<file path="config.mk">
export PLATFORM = sky130hd
export DESIGN_NAME = batt_test_seq
export DESIGN_NICKNAME = d
export VERILOG_FILES = /design/src/rtl/bts_pkg.sv /design/src/rtl/bts_timer.sv /design/src/rtl/bts_gap_watch.sv /design/src/rtl/bts_ctrl.sv /design/src/rtl/batt_test_seq.sv
export SDC_FILE = /design/constraint.sdc
export NUM_CORES = 1
export LEC_CHECK = 0
export BUFFER_PORTS_ARGS = -buffer_cell sky130_fd_sc_hd__buf_2
export CAP_MARGIN = 10
export CORE_UTILIZATION = 58
export CTS_CLUSTER_SIZE = 40
export DETAILED_ROUTE_END_ITERATION = 7
export GPL_TIMING_DRIVEN = 1
export PLACE_DENSITY = 0.73
export SYNTH_ARGS = -nofsm -noshare
export SYNTH_HDL_FRONTEND = slang
export SYNTH_SLANG_ARGS = --single-unit
</file>
<file path="constraint.sdc">
create_clock -name clk -period 3.2 [get_ports clk]
set_clock_uncertainty 0.2 [all_clocks]
set_input_delay 0.16 -clock clk [delete_from_list [all_inputs] [get_ports clk]]
set_output_delay 0.16 -clock clk [all_outputs]
set_load 0.02 [all_outputs]
</file>
<file path="src/rtl/bts_pkg.sv">
// Shared types for the battery test sequencer.
package bts_pkg;
    // Sequencer phases: supply off, post-power-up recovery, idle interval, load applied
    typedef enum logic [1:0] {
        ST_OFF   = 2'd0,
        ST_RECOV = 2'd1,
        ST_WAIT  = 2'd2,
        ST_LOAD  = 2'd3
    } seq_state_t;
endpackage

</file>
<file path="src/rtl/bts_timer.sv">
// Down-counter shared by all sequencer phases.
// A start pulse loads len-1; done is high in the final cycle of a phase of
// len cycles. Assumes len >= 1.
module bts_timer #(
    parameter int CW = 8
) (
    input  logic          clk,
    input  logic          rst_n,
    input  logic          start,
    input  logic [CW-1:0] len,
    output logic          done
);
    logic [CW-1:0] cnt;

    // Load on start, otherwise count down to zero and hold there
    always_ff @(posedge clk) begin
        if (!rst_n)          cnt <= '0;
        else if (start)      cnt <= len - 1'b1;
        else if (cnt != '0)  cnt <= cnt - 1'b1;
    end

    assign done = (cnt == '0);
endmodule

</file>
<file path="src/rtl/bts_gap_watch.sv">
// Detach-gap watcher. Counts the edges on which the cell reads absent
// (saturating) and flags a reattach whose preceding absence lasted at
// least GAP_CYC edges. The flag is combinational on the rising edge of
// batt_present.
module bts_gap_watch #(
    parameter int GAP_CYC = 28
) (
    input  logic clk,
    input  logic rst_n,
    input  logic batt_present,
    output logic reattach_ok
);
    localparam int GW = $clog2(GAP_CYC + 1);
    localparam logic [GW-1:0] GAP_MAX = GW'(GAP_CYC);

    logic          present_q;
    logic [GW-1:0] gap_cnt;

    // Track previous presence and the length of the current absence
    always_ff @(posedge clk) begin
        if (!rst_n) begin
            present_q <= 1'b1;
            gap_cnt   <= '0;
        end else begin
            present_q <= batt_present;
            if (batt_present)          gap_cnt <= '0;
            else if (gap_cnt != GAP_MAX) gap_cnt <= gap_cnt + 1'b1;
        end
    end

    assign reattach_ok = batt_present && !present_q && (gap_cnt == GAP_MAX);
endmodule

</file>
<file path="src/rtl/bts_ctrl.sv">
// Sequencer control. Walks off -> recovery -> load -> wait -> load ...,
// samples the comparator on the last load cycle and keeps the warning latch.
// The warning clears only on a passing sample that follows a power-up or a
// qualified reattach. A supply failure overrides every other transition.
module bts_ctrl
    import bts_pkg::*;
#(
    parameter int REC_CYC  = 20,
    parameter int LOAD_CYC = 8,
    parameter int NORM_CYC = 200,
    parameter int WARN_CYC = 40,
    parameter int CW       = 8
) (
    input  logic          clk,
    input  logic          rst_n,
    input  logic          supply_ok,
    input  logic          batt_low,
    input  logic          reattach_ok,
    input  logic          tmr_done,
    output logic          tmr_start,
    output logic [CW-1:0] tmr_len,
    output logic          load_en,
    output logic          warn
);
    localparam logic [CW-1:0] L_REC  = CW'(REC_CYC);
    localparam logic [CW-1:0] L_LOAD = CW'(LOAD_CYC);
    localparam logic [CW-1:0] L_NORM = CW'(NORM_CYC);
    localparam logic [CW-1:0] L_WARN = CW'(WARN_CYC);

    seq_state_t state, state_n;
    logic       pu_pend, pu_pend_n;
    logic       fresh, fresh_n;
    logic       warn_n;
    logic       smp;

    // Next-state, timer command and sample strobe
    always_comb begin
        state_n   = state;
        tmr_start = 1'b0;
        tmr_len   = L_LOAD;
        smp       = 1'b0;
        if (!supply_ok) begin
            state_n = ST_OFF;
        end else begin
            case (state)
                ST_OFF: begin
                    state_n   = ST_RECOV;
                    tmr_start = 1'b1;
                    tmr_len   = L_REC;
                end
                ST_RECOV: if (tmr_done) begin
                    state_n   = ST_LOAD;
                    tmr_start = 1'b1;
                end
                ST_LOAD: if (tmr_done) begin
                    smp       = 1'b1;
                    state_n   = ST_WAIT;
                    tmr_start = 1'b1;
                    tmr_len   = warn_n ? L_WARN : L_NORM;
                end
                ST_WAIT: if (tmr_done || (reattach_ok && warn)) begin
                    state_n   = ST_LOAD;
                    tmr_start = 1'b1;
                end
                default: state_n = ST_OFF;
            endcase
        end
    end

    // Warning, power-up and replacement flags for the next cycle
    always_comb begin
        warn_n    = warn;
        fresh_n   = fresh;
        pu_pend_n = pu_pend;
        if (smp) begin
            if (batt_low)               warn_n = 1'b1;
            else if (pu_pend || fresh)  warn_n = 1'b0;
            fresh_n   = 1'b0;
            pu_pend_n = 1'b0;
        end else begin
            if (reattach_ok && warn) fresh_n = 1'b1;
            if (state == ST_OFF)     pu_pend_n = 1'b1;
        end
    end

    // State and latch registers; warning survives supply loss
    always_ff @(posedge clk) begin
        if (!rst_n) begin
            state   <= ST_OFF;
            warn    <= 1'b0;
            fresh   <= 1'b0;
            pu_pend <= 1'b1;
        end else begin
            state   <= state_n;
            warn    <= warn_n;
            fresh   <= fresh_n;
            pu_pend <= pu_pend_n;
        end
    end

    assign load_en = (state == ST_LOAD);
endmodule

</file>
<file path="src/rtl/batt_test_seq.sv">
// Top of the periodic loaded battery test sequencer. Ties the shared phase
// timer, the detach-gap watcher and the control FSM together. All intervals
// are clock-cycle counts and each must be at least 1.
module batt_test_seq #(
    parameter int REC_CYC  = 20,
    parameter int LOAD_CYC = 8,
    parameter int NORM_CYC = 200,
    parameter int WARN_CYC = 40,
    parameter int GAP_CYC  = 28
) (
    input  logic clk,
    input  logic rst_n,
    input  logic supply_ok,
    input  logic batt_low,
    input  logic batt_present,
    output logic load_en,
    output logic warn_pull_en
);
    localparam int M1    = (REC_CYC > LOAD_CYC) ? REC_CYC : LOAD_CYC;
    localparam int M2    = (NORM_CYC > WARN_CYC) ? NORM_CYC : WARN_CYC;
    localparam int MAXC  = (M1 > M2) ? M1 : M2;
    localparam int CW    = $clog2(MAXC + 1);

    logic          tmr_start;
    logic [CW-1:0] tmr_len;
    logic          tmr_done;
    logic          reattach_ok;

    bts_timer #(.CW(CW)) u_timer (
        .clk   (clk),
        .rst_n (rst_n),
        .start (tmr_start),
        .len   (tmr_len),
        .done  (tmr_done)
    );

    bts_gap_watch #(.GAP_CYC(GAP_CYC)) u_gap (
        .clk          (clk),
        .rst_n        (rst_n),
        .batt_present (batt_present),
        .reattach_ok  (reattach_ok)
    );

    bts_ctrl #(
        .REC_CYC  (REC_CYC),
        .LOAD_CYC (LOAD_CYC),
        .NORM_CYC (NORM_CYC),
        .WARN_CYC (WARN_CYC),
        .CW       (CW)
    ) u_ctrl (
        .clk         (clk),
        .rst_n       (rst_n),
        .supply_ok   (supply_ok),
        .batt_low    (batt_low),
        .reattach_ok (reattach_ok),
        .tmr_done    (tmr_done),
        .tmr_start   (tmr_start),
        .tmr_len     (tmr_len),
        .load_en     (load_en),
        .warn        (warn_pull_en)
    );
endmodule

</file>
==> results of run 1 <==
==> where the power goes <==
part	switching, W	internal, W
logic	0.000215	0.000166
clock network	0.0000717	0.0000465
registers	0.0000439	0.000277
==> cell type report <==
class / count / share of cell area
Clock inverter: 1 / 0.00414
Sequential cell: 19 / 0.315
Timing Repair Buffer: 9 / 0.0497
Multi-Input combinational cell: 95 / 0.568
Tap cell: 25 / 0.0259
Inverter: 6 / 0.0186
Clock buffer: 3 / 0.0186
==> layout by cell type (no fill, tap or decap), types with 2 or more instances in the layout <==
master and count:
xor2_1 2, nor2b_1 2, a211oi_1 3, dfxtp_1 19, or3_4 2, o31ai_1 2
clkbuf_4 3, a31oi_1 2, dlygate4sd3_1 3, o311ai_1 2, nor3_1 3, nor2_1 15
buf_2 6, o21ai_0 4, nand2_1 10, nand3b_1 2, inv_1 6, and2_1 2
ha_1 9, a21oi_1 8, o211ai_1 2, xnor2_1 4, nand3_1 3
==> final timing paths <==
kind / from / to / slack (ns) / depth (start not counted)
setup / recovery: u_gap.gap_cnt[0] / u_timer.cnt[4] / 0.37 / 11
hold / removal: batt_present / u_gap.present_q / 0.03 / 2
setup reg to reg: u_gap.gap_cnt[0] / u_timer.cnt[4] / 0.37 / 11
hold reg to reg: u_timer.cnt[0] / u_timer.cnt[0] / 0.31 / 1
==> metal layers <==
layer  vias up  part of all wire  wire length [µm]
met5         -                 0                 0
met4         0             0.021                44
met3         8             0.047               101
met2        29              0.47              1000
met1       446              0.46               995
li1        465                 -                 -
==> kinds of logic after synthesis <==
| group | share of synthesized area |
|---|---|
| flip-flops | 0.348 |
| buffers and inverters | 0.0240 |
| AO/OA/AOI/OAI | 0.225 |
| XOR/XNOR | 0.0481 |
| adder cells (fa/ha/maj) | 0.103 |
| AND/OR/NAND/NOR | 0.252 |
==> worst reg2reg max path, delay by kind of cell, from the launching register on <==
| family | cells | cell delay (ns) |
|---|---|---|
| compound gates | 2 | 0.85 |
| xor+xnor | 1 | 0.15 |
| fa+ha+maj | 2 | 0.52 |
| buf+inv | 1 | 0.06 |
| flops | 1 | 0.41 |
| simple gates | 5 | 0.52 |
==> state kept, by name, indices dropped and copies added (netlist names) <==
signal           cells
u_ctrl.warn          1
u_ctrl.state         2
u_ctrl.fresh         1
u_gap.gap_cnt        5
u_gap.present_q      1
u_timer.cnt          8
u_ctrl.pu_pend       1
==> metrics by stage <==
step / cell area [µm²] / std cells / power [W] / hold slack, ns
after floorplan: 1090 / 121 / 0.000619 / 0.0219
after global placement: 1150 / 151 / 0.000688 / 0.210
after detailed placement: 1150 / 151 / 0.000695 / 0.207
after CTS: 1210 / 158 / 0.000817 / 0.0268
after global routing: 1210 / 158 / 0.000880 / 0.0424
final: 1210 / 158 / 0.000820 / 0.0275
==> results.cfg, run 1 <==
[die]
ioPinCount = 7
placementRows = 15
coreArea_mm2 = 0.00175
start_util = 0.627
die_area_mm2 = 0.00206
die_x_um = 45.4
fp.dieH_um = 45.4

[clock_network]
cts_buffers = 3
cts_buffer_depth = 2
cts_max_level = 1
post_cts.repair.setup_buffers = 0
cts_tree = done
root_buffer = clkbuf_4
clock_sinks = 19
cts_resized = 0
clk_pin_slew_worst_paths_ns = 0.10
clk_latency_ns = 0.29
ctsHoldBuffers = 3

[sta]
min_period_over_period = 0.883
slew_viol_final = 0
fmax_mhz = 354
slew_headroom = 0.411
hold_violations = 0
tns_ns = 0
layout_setup_ws_ns = 0.375
finalSetupViolations = 0
rsz0062_at_grt = false
layout_min_cycle_time_ns = 2.83
worst_slew_pin_slew_ns = 0.869

[layout]
diodes = 0
area_delta_synth_final_pct = 10.5
seq_area_um2 = 380
postLayoutCoreUtil = 0.692
drive_gt1_frac = 0.135
nNetsFinal = 148
multi_input_area_um2 = 687
fillerInstances = 144

[placed_design]
hpwl_um = 1620
dp_slack_ns = 0.489
port_buffers = 6
gp_congestion = 0.862

[yosys]
ys_warn_count = 0
syn-mean-instance-area_um2 = 9.04
synthArstFlopShare = 0
synth_cells = 121
yosys_register_bits = 19
synthFlopType = dfxtp_1
synth_edf_count = 0
syn_area_mm2 = 0.00109
synthTopCellsByCount = dfxtp_1, nor2_1, nand2_1
ys_seq_area_frac = 0.348
synthTopCellsByArea = dfxtp_1, ha_1, nor2_1, a21oi_1, nand2_1
yosysTopAreaCell = dfxtp_1
yosysMostFrequentCell = dfxtp_1
synth.distinct_cells = 39
synth_nets = 135
synth_top_area_frac = 0.348

[critical_path]
crit_chain = inv_1, ha_1, nand4_4, nor2_4, o311ai_1, nand2_1, ha_1, nand2_1, xor2_1, o21a_1, nor2_1
crit_type = reg2reg
crit_fanout = 8
crit_family = compound AO/OA/AOI/OAI gates
slowest_stage = o311ai_1
crit_path_max_incr_delay_ns = 0.72
worstPathRequired_ns = 3.17
cp.arrival_ns = 2.79
cp-start-kind = register
cp-end-kind = register
crit_buf_inv = 1

[route]
routedWlPerCell_um = 13.6
drt.antenna.violating_nets = 0
dr_total_vias = 948
drt_iter0_markers = 19
wl_um = 2150
drc = 0
viasPerCell = 6.00
dr.pass1.iters = 4

[status]
status = complete, no violations

[global_routing]
grt_start_max_net_pins = 12
track_usage = 0.255
met2_usage = 0.397
grt_pass1_vias = 884
grt.busiest_layer = met2
antenna_found_initial = 0
grt-ovfl-total = 0
grt_pass1_wl_um = 3790
use_met1 = 0.312
use_met3 = 0.0833

[flow_run]
drv_cap = 0

[min_path]
hold_class = in2reg

[power_and_ir_drop]
p_leak_nw = 0.481
ir_drop_mv = 0.437
powerDensity_mw_per_mm2 = 678
(Power assumes the default switching activity.)
==> run 2, diff against run 1 <==
--- a/config.mk
+++ b/config.mk
@@ -7,11 +7,13 @@
 export LEC_CHECK = 0
 export BUFFER_PORTS_ARGS = -buffer_cell sky130_fd_sc_hd__buf_2
 export CAP_MARGIN = 10
-export CORE_UTILIZATION = 58
+export CORE_ASPECT_RATIO = 1.25
+export CORE_UTILIZATION = 55
 export CTS_CLUSTER_SIZE = 40
 export DETAILED_ROUTE_END_ITERATION = 7
 export GPL_TIMING_DRIVEN = 1
-export PLACE_DENSITY = 0.73
+export PLACE_DENSITY = 0.69
 export SYNTH_ARGS = -nofsm -noshare
 export SYNTH_HDL_FRONTEND = slang
+export SYNTH_HIERARCHICAL = 1
 export SYNTH_SLANG_ARGS = --single-unit
==> run 2 against run 1 <==
Compared with the run above:
- worst hold slack better by 0.0023 ns
- largest power group is now registers
- worst setup slack worse by 0.049 ns
- synthesized cell count up 1.7%
- global-route usage down 1.9 points
- cell count down 3.2%
- critical endpoint is now u_timer/cnt[7]
- via count down 2.8%
- flip-flop and latch count unchanged
- clock power about the same
- core utilization down 3.0 points
==> results.cfg, run 2 <==
[layout]
nNetsFinal = 148
regMostFlops = u_timer/cnt
fin_area_mm2 = 0.00121
area_delta_synth_final_pct = 8.51
final_cell_mix = dfxtp_1, nor2_1, mux2i_1, ha_1
diodes = 0
top_regs = u_timer/cnt (8), u_gap/gap_cnt (5), u_ctrl/state (2)
largest_reg_flops = 8
drive_gt1_frac = 0.119
final_common_cell = dfxtp_1

[die]
die_area_mm2 = 0.00222
start_util = 0.611
fp.dieH_um = 52.4
placementRows = 17
coreArea_mm2 = 0.00183
die_x_um = 42.3
ioPinCount = 7

[power_and_ir_drop]
switching_share = 0.360
powerDensity_mw_per_mm2 = 620
p_leak_nw = 0.492
cellInternalPower_w = 0.000481
p_seq_frac = 0.420
ir_drop_mv = 0.378
power_frac_comb = 0.420
p_sw_w = 0.000271
clkPwrFrac = 0.160
p_total_w = 0.000752

[clock_network]
clk_pin_slew_worst_paths_ns = 0.10
post_cts.repair.setup_buffers = 0
cts_tree = done
root_buffer = clkbuf_4
cts_max_level = 1
cts_buffers = 3
cts_buffer_depth = 2
clock_sinks = 19
clk_latency_ns = 0.29

[route]
routedWlPerCell_um = 13.8
drt.antenna.violating_nets = 0
wl_um = 2110
drc = 0
dr_total_vias = 921
dr.pass1.iters = 4
viasPerCell = 6.02
drt_iter0_markers = 17

[critical_path]
cp-end-kind = register
cp.arrival_ns = 2.84
worstPathRequired_ns = 3.17
cp-start-kind = register
crit_type = reg2reg
crit_fanout = 10

[flow_run]
drv_cap = 0

[yosys]
synth_edf_count = 0
syn-mean-instance-area_um2 = 9.08
ys_warn_count = 6
yosysTopAreaCell = dfxtp_1
yosys_register_bits = 19
synthTopCellsByCount = dfxtp_1, nor2_1, mux2i_1
synthArstFlopShare = 0
synthFlopType = dfxtp_1
syn_area_mm2 = 0.00112
yosysMostFrequentCell = dfxtp_1
synthTopCellsByArea = dfxtp_1, ha_1, mux2i_1, nor2_1, xnor2_1
ys_seq_area_frac = 0.340
synth_cells = 123
synth.distinct_cells = 41
synth_top_area_frac = 0.340

[placed_design]
placed_area_mm2 = 0.00115
port_buffers = 6
dp_slack_ns = 0.234
hpwl_um = 1550
gp_congestion = 0.890

[global_routing]
grt-ovfl-total = 0
grt_pass1_wl_um = 3910
grt_pass1_vias = 930
grt_start_max_net_pins = 11
antenna_found_initial = 0
track_usage = 0.236

[sta]
hold_violations = 0
fmax_mhz = 348
finalSetupViolations = 0
slew_headroom = 0.619
hold-worst-slack_ns = 0.0297
min_period_over_period = 0.898
tns_ns = 0
layout_min_cycle_time_ns = 2.87
rsz0062_at_grt = false
slew_viol_final = 0
worst_slew_pin_slew_ns = 0.568
layout_setup_ws_ns = 0.326

[min_path]
hold_class = in2reg

[status]
status = complete, no violations
run 2: cell types whose count changed in the layout (fill, tap and decap cells not counted), sizes merged, moves of 3 or more:
cell,previous run,this run
a211oi,3,0
a21oi,8,5
buf,6,9
mux2i,0,10
nand2,10,5
nor2,16,12
nor3b,1,4
run 2: metrics by stage:
| stage | util | instances |
|---|---|---|
| final | 0.663 | 153 |
| after floorplan | - | 124 |
| after CTS | 0.660 | 153 |
| after global routing | 0.663 | 153 |
| after global placement | 0.629 | 146 |
| after detailed placement | 0.629 | 146 |
run 2: metal layers:
metal  GRT usage  up-vias  share of wire
met3      0.0552        4          0.029
met1       0.260      437           0.44
met4       0.130        0          0.015
li1            -      460              -
met5           0        -              0
met2       0.415       20           0.52
run 2: path summary, 6_finish.rpt:
| check | to | slack, ns | cells past startpoint | start |
|---|---|---|---|---|
| setup / recovery | u_timer/cnt[7] | 0.33 | 11 | u_gap/gap_cnt[0] |
| hold / removal | u_gap/present_q | 0.03 | 2 | batt_present |
| setup reg to reg | u_timer/cnt[7] | 0.33 | 11 | u_gap/gap_cnt[0] |
| hold reg to reg | u_ctrl/pu_pend | 0.31 | 2 | u_ctrl/pu_pend |
run 2: final cells by class:
cell class / count / area (µm²)
Sequential cell: 19 / 380
Timing Repair Buffer: 12 / 82.6
Tap cell: 19 / 23.8
Clock buffer: 4 / 26.3
Fill cell: 172 / 617
Inverter: 6 / 22.5
Multi-Input combinational cell: 93 / 677
run 2: timing repair:
action,in CTS,in global routing
resized for setup,0,1
endpoints found under the hold margin,5,0
hold buffers,3,0
setup endpoints to repair,0,2
run 2: cell families after synthesis:
logic type | share of synthesized area
and+or+nand+nor | 0.223
muxes | 0.0896
buffers and inverters | 0.0616
AOI/OAI and AO/OA | 0.138
xor gates and xnor gates | 0.0549
DFF | 0.340
adders and majority gates | 0.0896
other | 0.00336
run 2: worst max-delay path, stage by stage, from the launching register on:
cell and delay, ns:
dfxtp_1 0.36, inv_1 0.10, ha_1 0.21, nand4_1 0.15
nor3b_2 0.25, a311oi_1 0.12, nor2_1 0.18, buf_4 0.21
or3b_1 0.39, a222oi_1 0.36, xor2_1 0.18, nor2_1 0.05
run 2: power groups by stage:
stage	logic, W	registers [W]	clock network [W]
5_1_grt	0.000360	0.000323	0.000143
2_1_floorplan	0.000271	0.000309	0
6_report	0.000316	0.000316	0.000120
4_1_cts	0.000315	0.000317	0.000128
3_5_place_dp	0.000311	0.000322	0
3_3_place_gp	0.000307	0.000320	0
